--- src/rtl/memport_pkg.sv ---
package memport_pkg;

    typedef enum logic [1:0] {
        RESP_OKAY   = 2'd0,
        RESP_SLVERR = 2'd2
    } resp_e;

    function automatic int unsigned ring_next(input int unsigned p, input int unsigned depth);
        return (p == depth - 1) ? 0 : p + 1;
    endfunction

endpackage

--- src/rtl/memport_store.sv ---
module memport_store #(
    parameter int DATA_BYTES = 8,
    parameter int DEPTH      = 16,
    localparam int DATA_W    = 8 * DATA_BYTES,
    localparam int IDX_W     = $clog2(DEPTH)
) (
    input  logic                  clk,
    input  logic                  rst_n,
    input  logic                  we,
    input  logic [IDX_W-1:0]      w_idx,
    input  logic [DATA_W-1:0]     w_data,
    input  logic [DATA_BYTES-1:0] w_strb,
    input  logic                  re,
    input  logic [IDX_W-1:0]      r_idx,
    output logic [DATA_W-1:0]     r_word
);

    typedef struct packed {
        logic [DEPTH-1:0][DATA_W-1:0] mem;
        logic [DATA_W-1:0]            rword;
    } store_t;

    store_t st_d, st_q;

    always_comb begin
        st_d = st_q;
        // read sees contents from before any write at the same edge
        st_d.rword = re ? st_q.mem[r_idx] : '0;
        if (we) begin
            for (int b = 0; b < DATA_BYTES; b++) begin
                if (w_strb[b]) begin
                    st_d.mem[w_idx][b*8 +: 8] = w_data[b*8 +: 8];
                end
            end
        end
    end

    always_ff @(posedge clk or negedge rst_n) begin
        if (!rst_n) st_q <= '0;
        else        st_q <= st_d;
    end

    assign r_word = st_q.rword;


    idle_word_chk: assert property (@(posedge clk) disable iff (!rst_n)
        !re |=> (r_word == '0));

endmodule

--- src/rtl/memport_resp_queue.sv ---
module memport_resp_queue
    import memport_pkg::*;
#(
    parameter int ID_W   = 6,
    parameter int LAT_W  = 4,
    parameter int QDEPTH = 8,
    localparam int PTR_W = (QDEPTH > 1) ? $clog2(QDEPTH) : 1,
    localparam int CNT_W = $clog2(QDEPTH + 1)
) (
    input  logic             clk,
    input  logic             rst_n,
    input  logic             push,
    input  logic [ID_W-1:0]  push_id,
    input  logic [LAT_W-1:0] push_lat,
    input  logic             pop_ready,
    output logic             full,
    output logic             due,
    output logic [ID_W-1:0]  head_id
);

    typedef struct packed {
        logic [QDEPTH-1:0][ID_W-1:0]  ids;
        logic [QDEPTH-1:0][LAT_W-1:0] wait_cnt;
        logic [PTR_W-1:0]             rptr;
        logic [PTR_W-1:0]             wptr;
        logic [CNT_W-1:0]             fill;
    } queue_t;

    queue_t qs_d, qs_q;
    logic   pop;

    assign full    = (qs_q.fill == CNT_W'(QDEPTH));
    assign due     = (qs_q.fill != '0) && (qs_q.wait_cnt[qs_q.rptr] == '0);
    assign head_id = qs_q.ids[qs_q.rptr];
    assign pop     = due && pop_ready;

    always_comb begin
        qs_d = qs_q;
        for (int i = 0; i < QDEPTH; i++) begin
            if (qs_q.wait_cnt[i] != '0) begin
                qs_d.wait_cnt[i] = qs_q.wait_cnt[i] - 1'b1;
            end
        end
        if (pop) begin
            qs_d.rptr = PTR_W'(ring_next(int'(qs_q.rptr), QDEPTH));
        end
        if (push) begin
            qs_d.ids[qs_q.wptr]      = push_id;
            qs_d.wait_cnt[qs_q.wptr] = push_lat;
            qs_d.wptr = PTR_W'(ring_next(int'(qs_q.wptr), QDEPTH));
        end
        case ({push, pop})
            2'b10:   qs_d.fill = qs_q.fill + 1'b1;
            2'b01:   qs_d.fill = qs_q.fill - 1'b1;
            default: qs_d.fill = qs_q.fill;
        endcase
    end

    always_ff @(posedge clk or negedge rst_n) begin
        if (!rst_n) qs_q <= '0;
        else        qs_q <= qs_d;
    end


    no_overflow_chk: assert property (@(posedge clk) disable iff (!rst_n)
        push |-> !full);


    fill_bound_chk: assert property (@(posedge clk) disable iff (!rst_n)
        qs_q.fill <= CNT_W'(QDEPTH));


    head_hold_chk: assert property (@(posedge clk) disable iff (!rst_n)
        (due && !pop_ready) |=> (due && $stable(head_id)));


    zero_lat_chk: assert property (@(posedge clk) disable iff (!rst_n)
        (push && qs_q.fill == '0 && push_lat == '0) |=> (due && head_id == $past(push_id)));

endmodule

--- src/rtl/memport_responder.sv ---
module memport_responder
    import memport_pkg::*;
#(
    parameter int ADDR_W     = 32,
    parameter int ID_W       = 6,
    parameter int DATA_BYTES = 8,
    parameter int DEPTH      = 16,
    parameter int LAT_W      = 4,
    parameter int QDEPTH     = 8,
    localparam int DATA_W    = 8 * DATA_BYTES,
    localparam int LSB       = $clog2(DATA_BYTES),
    localparam int FIDX_W    = ADDR_W - LSB,
    localparam int IDX_W     = $clog2(DEPTH)
) (
    input  logic                  clk,
    input  logic                  rst_n,
    input  logic [ADDR_W-1:0]     wr_addr,
    input  logic [ID_W-1:0]       wr_id,
    input  logic                  wr_valid,
    output logic                  wr_ready,
    input  logic [DATA_W-1:0]     wr_data,
    input  logic [DATA_BYTES-1:0] wr_strb,
    input  logic [LAT_W-1:0]      wr_lat,
    output logic                  b_valid,
    output logic [ID_W-1:0]       b_id,
    input  logic                  b_ready,
    input  logic [ADDR_W-1:0]     rd_addr,
    input  logic [ID_W-1:0]       rd_id,
    input  logic                  rd_req_valid,
    output logic                  rd_req_ready,
    output logic                  rd_valid,
    output logic [DATA_W-1:0]     rd_data,
    output logic [1:0]            rd_resp,
    output logic [ID_W-1:0]       rd_rid
);

    typedef struct packed {
        logic            rvalid;
        resp_e           rresp;
        logic [ID_W-1:0] rid;
    } rsp_t;

    rsp_t rs_d, rs_q;

    logic              q_full;
    logic              wr_fire, rd_fire;
    logic [FIDX_W-1:0] w_full_idx, r_full_idx;
    logic              w_ok, r_ok;

    assign w_full_idx   = wr_addr[ADDR_W-1:LSB];
    assign r_full_idx   = rd_addr[ADDR_W-1:LSB];
    assign w_ok         = (w_full_idx < FIDX_W'(DEPTH));
    assign r_ok         = (r_full_idx < FIDX_W'(DEPTH));
    assign wr_ready     = !q_full;
    assign rd_req_ready = 1'b1;
    assign wr_fire      = wr_valid && wr_ready;
    assign rd_fire      = rd_req_valid && rd_req_ready;

    memport_store #(
        .DATA_BYTES(DATA_BYTES),
        .DEPTH     (DEPTH)
    ) u_store (
        .clk   (clk),
        .rst_n (rst_n),
        .we    (wr_fire && w_ok),
        .w_idx (w_full_idx[IDX_W-1:0]),
        .w_data(wr_data),
        .w_strb(wr_strb),
        .re    (rd_fire && r_ok),
        .r_idx (r_full_idx[IDX_W-1:0]),
        .r_word(rd_data)
    );

    memport_resp_queue #(
        .ID_W  (ID_W),
        .LAT_W (LAT_W),
        .QDEPTH(QDEPTH)
    ) u_queue (
        .clk      (clk),
        .rst_n    (rst_n),
        .push     (wr_fire),
        .push_id  (wr_id),
        .push_lat (wr_lat),
        .pop_ready(b_ready),
        .full     (q_full),
        .due      (b_valid),
        .head_id  (b_id)
    );

    always_comb begin
        rs_d        = rs_q;
        rs_d.rvalid = rd_fire;
        rs_d.rresp  = (rd_fire && !r_ok) ? RESP_SLVERR : RESP_OKAY;
        rs_d.rid    = rd_fire ? rd_id : '0;
    end

    always_ff @(posedge clk or negedge rst_n) begin
        if (!rst_n) rs_q <= '{rvalid: 1'b0, rresp: RESP_OKAY, rid: '0};
        else        rs_q <= rs_d;
    end

    assign rd_valid = rs_q.rvalid;
    assign rd_resp  = rs_q.rresp;
    assign rd_rid   = rs_q.rid;


    rd_pulse_chk: assert property (@(posedge clk) disable iff (!rst_n)
        rd_req_valid |=> rd_valid);


    rd_quiet_chk: assert property (@(posedge clk) disable iff (!rst_n)
        !rd_req_valid |=> !rd_valid);


    rid_echo_chk: assert property (@(posedge clk) disable iff (!rst_n)
        rd_req_valid |=> (rd_rid == $past(rd_id)));


    err_data_chk: assert property (@(posedge clk) disable iff (!rst_n)
        (rd_valid && rd_resp == 2'd2) |-> (rd_data == '0));


    idle_data_chk: assert property (@(posedge clk) disable iff (!rst_n)
        !rd_valid |-> (rd_data == '0));

endmodule

--- config.mk ---
export PLATFORM = sky130hd
export DESIGN_NAME = memport_responder
export DESIGN_NICKNAME = d
export VERILOG_FILES = /design/src/rtl/memport_pkg.sv /design/src/rtl/memport_store.sv /design/src/rtl/memport_resp_queue.sv /design/src/rtl/memport_responder.sv
export SDC_FILE = /design/constraint.sdc
export NUM_CORES = 2
export LEC_CHECK = 0
export ABC_AREA = 1
export ABC_CLOCK_PERIOD_IN_PS = 6200
export BUFFER_PORTS_ARGS = -buffer_cell sky130_fd_sc_hd__buf_4
export CORE_AREA = 2 2 329 331
export DETAILED_ROUTE_END_ITERATION = 8
export DIE_AREA = 0 0 331 333
export GPL_ROUTABILITY_DRIVEN = 0
export PLACE_DENSITY = 0.7
export SYNTH_ARGS = -nofsm -noshare
export SYNTH_HDL_FRONTEND = slang
export SYNTH_SLANG_ARGS = --single-unit
export TNS_END_PERCENT = 50
--- constraint.sdc ---
create_clock -name clk -period 6.2 [get_ports clk]
set_input_delay 1.24 -clock clk [delete_from_list [all_inputs] [get_ports clk]]
set_output_delay 1.24 -clock clk [all_outputs]
set_load 0.1 [all_outputs]
======== Word level (Yosys, flattened, before mapping) ========
Cells that the tools add are included.
word-level totals
  output and inout port bits .............. 82
  latch bits .............................. 0
  ROM bits ................................ 0
  input port bits ......................... 157
  bits in registers ....................... 1187
  memories ................................ 0
  memory bits (writable) .................. 0
  logic and storage cells ................. 151
cells by class
  reductions and logical operators ........ 21
  multiply operators ...................... 0
  $add $sub $neg .......................... 12
  multiplexer cells ....................... 66
  $lt $le $gt $ge ......................... 8
  divide/modulo/power cells ............... 0
  bitwise gates (word level) .............. 0
  equal/unequal tests ..................... 5
  shifts and indexed selects .............. 0
operator list
  operator                                             number
  2-to-1 mux 1024 bit                                  15
  bitwise mux 1024 bit                                 8
  demux 64 bit (select 4 bit)                          8
  binary-select mux 64 bit (select 4 bit)              1
  2-to-1 mux 64 bit                                    3
  2-to-1 mux 32 bit                                    2
  < comparator 29 x 5 -> 1 bit, second input constant  2
  2-to-1 mux 56 bit                                    1
  bitwise mux 48 bit                                   1
  2-to-1 mux 48 bit                                    1
  2-to-1 mux 4 bit                                     10
  2-to-1 mux 40 bit                                    1
  nonzero test 4 bit                                   9
  subtractor 4 x 1 -> 4 bit, second input constant     9
  bitwise mux 32 bit                                   1
  2-to-1 mux 24 bit                                    1
  binary-select mux 6 bit (select 3 bit)               1
  demux 6 bit (select 3 bit)                           1
  2-to-1 mux 6 bit                                     3
  2-to-1 mux 16 bit                                    1
  binary-select mux 4 bit (select 3 bit)               1
  demux 4 bit (select 3 bit)                           1
  < comparator 4 x 5 -> 1 bit, second input constant   2
  logical AND 1 bit                                    8
  other kinds (16)                                     21

======== Logic depth before layout (Yosys ltp) ========
  word-level depth ........................ 27
  mapped depth ............................ 19
  depth with buffers taken out ............ 17

======== Modules after synthesis ========
Synthesis repeated with hierarchy kept, for this count alone.
unflattened totals
  cell total of the unflattened synthesis .. 7234
  area, all modules ....................... 56579.3 µm²
by module, submodules not included
  module              area an instance (µm²)  times used  cells each  seq. area each (µm²)
  memport_store       51449.3                 1           6611        27226.1
  memport_resp_queue  4625.7                  1           539         2252.2
  memport_responder   504.2                   1           84          200.2

======== Worst setup path after synthesis ========
OpenSTA, ideal clock, no wires.
  kind .................................... register to output
  from .................................... reg u_queue.qs_q[7] in the netlist's numbering
  to ...................................... out b_id[3]
  arrival ................................. 2913 ps
  data required time ...................... 4960 ps
  stages on the path, launching flop included .. 8
  setup slack ............................. 2047 ps
  buffers on the path ..................... 3
  cell sequence ........................... dfrtp_1 > buf_2 > clkbuf_1 > clkbuf_1 > nor2_1 > nor2_1 > o21ai_0 > a31oi_1
on the way
  cells in the longest elaborated chain, start to end .. 2
RTL lines
  item                                    RTL line                  RTL
  start, declared                         memport_resp_queue.sv:29  queue_t qs_d, qs_q;
  start signal, assigned                  memport_resp_queue.sv:61  else qs_q <= qs_d;
  binary-select mux 6 bit (select 3 bit)  memport_resp_queue.sv:34  assign head_id = qs_q.ids[qs_q.rptr];
  2-to-1 mux 6 bit (not written as such)  memport_resp_queue.sv:34
  end, declared                           memport_responder.sv:25   output logic [ID_W-1:0] b_id,
No other way between the ends. The select of a mux whose other input is x is not followed.

======== Final worst setup path ========
  from .................................... reg u_queue.qs_q[8] in the netlist's numbering
  to ...................................... out b_valid
on the way
  cells in the longest elaborated chain, start to end .. 4
RTL lines
  item                                    RTL line                  RTL
  binary-select mux 4 bit (select 3 bit)  memport_resp_queue.sv:33  assign due = (qs_q.fill != '0) && (qs_q.wait_cnt[qs_q.rptr] == '0);
  2-to-1 mux 4 bit (not written as such)  memport_resp_queue.sv:33
  zero test 4 bit                         memport_resp_queue.sv:33
  logical AND 1 bit                       memport_resp_queue.sv:33
  end, declared                           memport_responder.sv:24   output logic b_valid,
No other way between the ends. The select of a mux whose other input is x is not followed.

==> reports/qor.txt <==
synthesized area - 0.0562 mm²
worst endpoint data arrival time - 3.35 ns
Worst Setup SP - u_queue.qs_q[8]$_DFFE_PN0N_
DRT Pass-1 Iters - 6
dpl hpwl - 90500 µm
main combinational cell family by area after synthesis - simple AND/OR/NAND/NOR gates
DRC Markers - 0
startpoint types - register
register area - 0.0297 mm²
largest net degree at the start of global routing - 163
clock root buffer - clkbuf_16
area taken by multi-input logic gates - 0.0227 mm²
Worst setup EP type - output pin
synthesis-to-layout area growth - 9.07%
grt met2 use - 41.3%
xor-xnor portion of the synthesized cell area - 0.312%
TritonCTS clock tree - done
sequential element share of the synthesized area - 52.8%
EDFF count, synth - 0
Layout fillers - 9496
Cells after Synth - 6570
RR Endpoint - u_queue.qs_q[3]$_DFFE_PN0P_
crit path time final - 4.59 ns
internal power - 13.3 mW
final hold slack - 0.464 ns
Async SR Flop Fraction - 100%
All-Layer GR Usage - 28.1%
total CTS buffers - 131
Vias per Instance - 5.73
Max Slew Vio Count - 0
combinational share of power - 14.4%
Antenna Nets Post-Route - 0
met3 usage - 5.40%
peak supply drop - 0.304 mV
post-cts resize count - 0
Worst-path clk slew - 0.06 ns
Reg power frac - 44.1%
ys flop type - dfrtp_1
Fmax - 0.218 GHz
Reg2Reg Depth - 17
number of antenna diodes - 0
Worst EP required - 4.96 ns
Synthesized Nets - 6743
First DRT Iteration DRCs - 5384
synth top area cells - dfrtp_1 53%, nand2_1 15%, nand3_1 5.9%, o21ai_1 4.4%, o21ai_0 4.1%
Post-DP Area - 0.0570 mm²
r2r setup slk - 2.60 ns
Longest Clk Path Bufs - 3
number of global-route vias before repair - 42200
Post-synth top cells - 2250 x nand2_1, 1186 x dfrtp_1, 660 x nand3_1
setup TNS - 0 ns
GRT met1 Usage - 41.9%
setup violators final - 0
sw frac - 28.7%
Post-Layout Inst Area - 0.0613 mm²
core area - 0.107 mm²
Hold Fails Final Rpt - 0
Die Span Y - 333 µm
total global routing overflow - 0
final net count - 6621
layout cells sized above 1 - 12.0%
complex-gate fraction of the synthesized area - 14.0%
static leakage - 27.5 nW
adder-cell share of the synthesized area - 0.370%
Initial Util - 52.7%
Rel. slew slack - 15.6%
first-pass GRT wire length - 243000 µm
hold_buf cts - 0
critical path class - register to output pin
vias - 45500
Slew @ Worst Pin - 1.26 ns
worst skew pair latency - 0.76 ns
top-level I/O count - 239
Final Cycle Share - 74.0%
worst hold-check path type - input pin to asynchronous set/reset pin
RSZ-0062 raised after global routing - no
row count - 120
outcome - completed
post-CTS setup buffers - 0
Cell Pwr Density - 304 mW/mm²
Unique masters post-synth - 42
die width - 331 µm
Synth warnings - 0
Buffers on Ports - 230
clock sink count - 1186
share of the synthesized area in the top cell type - 52.8%
worst r2r src - u_queue.qs_q[8]$_DFFE_PN0N_
max-cap violation count - 0
worst-path fanout max - 19
CTS H-Tree Depth - 4
busiest grt layer - met1
mean post-synth cell area - 8.55 µm²
initial antenna violation count - 8
die area - 0.110 mm²
leading area contributor after synthesis - dfrtp_1
sw power - 5.35 mW
wire per inst - 19.5 µm
number of synthesized register bits - 1186
final WL - 155000 µm
Synth Area in Simple Gates - 25.8%
mux share of post-synthesis cell area - 0.0178%
Clock power frac - 41.5%
count leader, synth - nand2_1
clk_skew - 0.0261 ns
## power groups by stage
stage	Combinational [mW]	Sequential [mW]	Clock [mW]
floorplan	1.88	8.32	0
global placement	2.61	8.36	0
detailed placement	2.67	8.37	0
CTS	2.69	8.23	7.84
global route	2.99	8.27	8.16
finish	2.69	8.24	7.74
## worst max-delay path: stages (launching register included)
cell	delay (ns)
dfrtp_1	0.86
inv_1	0.56
a21oi_1	0.25
nand3_1	0.10
nand2_1	0.07
nand2_1	0.10
nand2_1	0.17
nand2_1	0.11
inv_1	0.08
buf_4	0.28
## how the worst max path moves through the flow
stage	to	cells after the start
after detailed placement	u_store.st_q[216]$_DFFE_PN0P_	10
after global placement	u_store.r_word[43]$_DFF_PN0_	9
after floorplan	b_id[3]	7
after CTS	b_valid	9
after global routing	b_valid	11
final	b_valid	9
## kinds of logic after synthesis
family / after synthesis
AND/OR/NAND/NOR: 3258
AO/OA/AOI/OAI: 1403
flip-flops: 1186
buffers and inverters: 684
XOR/XNOR: 20
adder cells (fa/ha/maj): 16
other: 2
multiplexers: 1
## area by class of cell
class | count | share of cell area [%]
timing repair buffer | 274 | 3.69
tap | 1403 | 2.86
sequential | 1186 | 48.4
clock inverter | 39 | 0.643
multi-input combinational | 4700 | 37.1
clock buffer | 188 | 6.28
inverter | 155 | 0.998
## stage by stage
| step | setup slack (ns) | total power, mW | utilization, % | instances |
|---|---|---|---|---|
| final | 1.61 | 18.7 | 57.5 | 7945 |
| after global routing | 1.45 | 19.4 | 57.5 | 7945 |
| after CTS | 1.60 | 18.8 | 57.5 | 7945 |
| after detailed placement | 2.12 | 11.0 | 53.5 | 7718 |
| after global placement | 2.18 | 11.0 | 53.5 | 7718 |
| after floorplan | 2.05 | 10.2 | - | 6570 |
## routing by layer
layer | routed length [µm] | share of wire [%] | up-vias
met4 | 4310 | 2.8 | 14
met2 | 67800 | 44 | 1656
li1 | - | - | 21400
met5 | 79 | 0.051 | -
met1 | 70300 | 45 | 22100
met3 | 12400 | 8.0 | 283
## layout by cell type, fill, tap and decap left out, types with 11 or more instances in the layout
master     Yosys  routed
nand2_1     2250    2250
dfrtp_1     1186    1186
nand3_1      660     660
o21ai_1      494     494
o21ai_0      457     457
buf_4         72     257
nor2_1       189     189
o21ai_2      189     189
a21oi_1      185     185
inv_1        148     148
clkbuf_16      0     135
nand3_4       80      80
a31oi_1       42      42
nor3_1        34      34
clkbuf_8       0      28
clkbuf_1     259      26
clkinv_2       0      21
o22ai_1       16      16
a211oi_1      15      15
ha_1          15      15
buf_12         9      15
xor2_1        14      14
nor2_4        12      12
nand2_4       11      11
## state kept, by name (all words and copies together) (netlist names)
signal	cells
u_store.st_q	1024
u_queue.qs_q	90
u_store.r_word	64
rd_rid	6
rd_resp	1
rd_valid	1
Power figures use the tool's default switching activity.
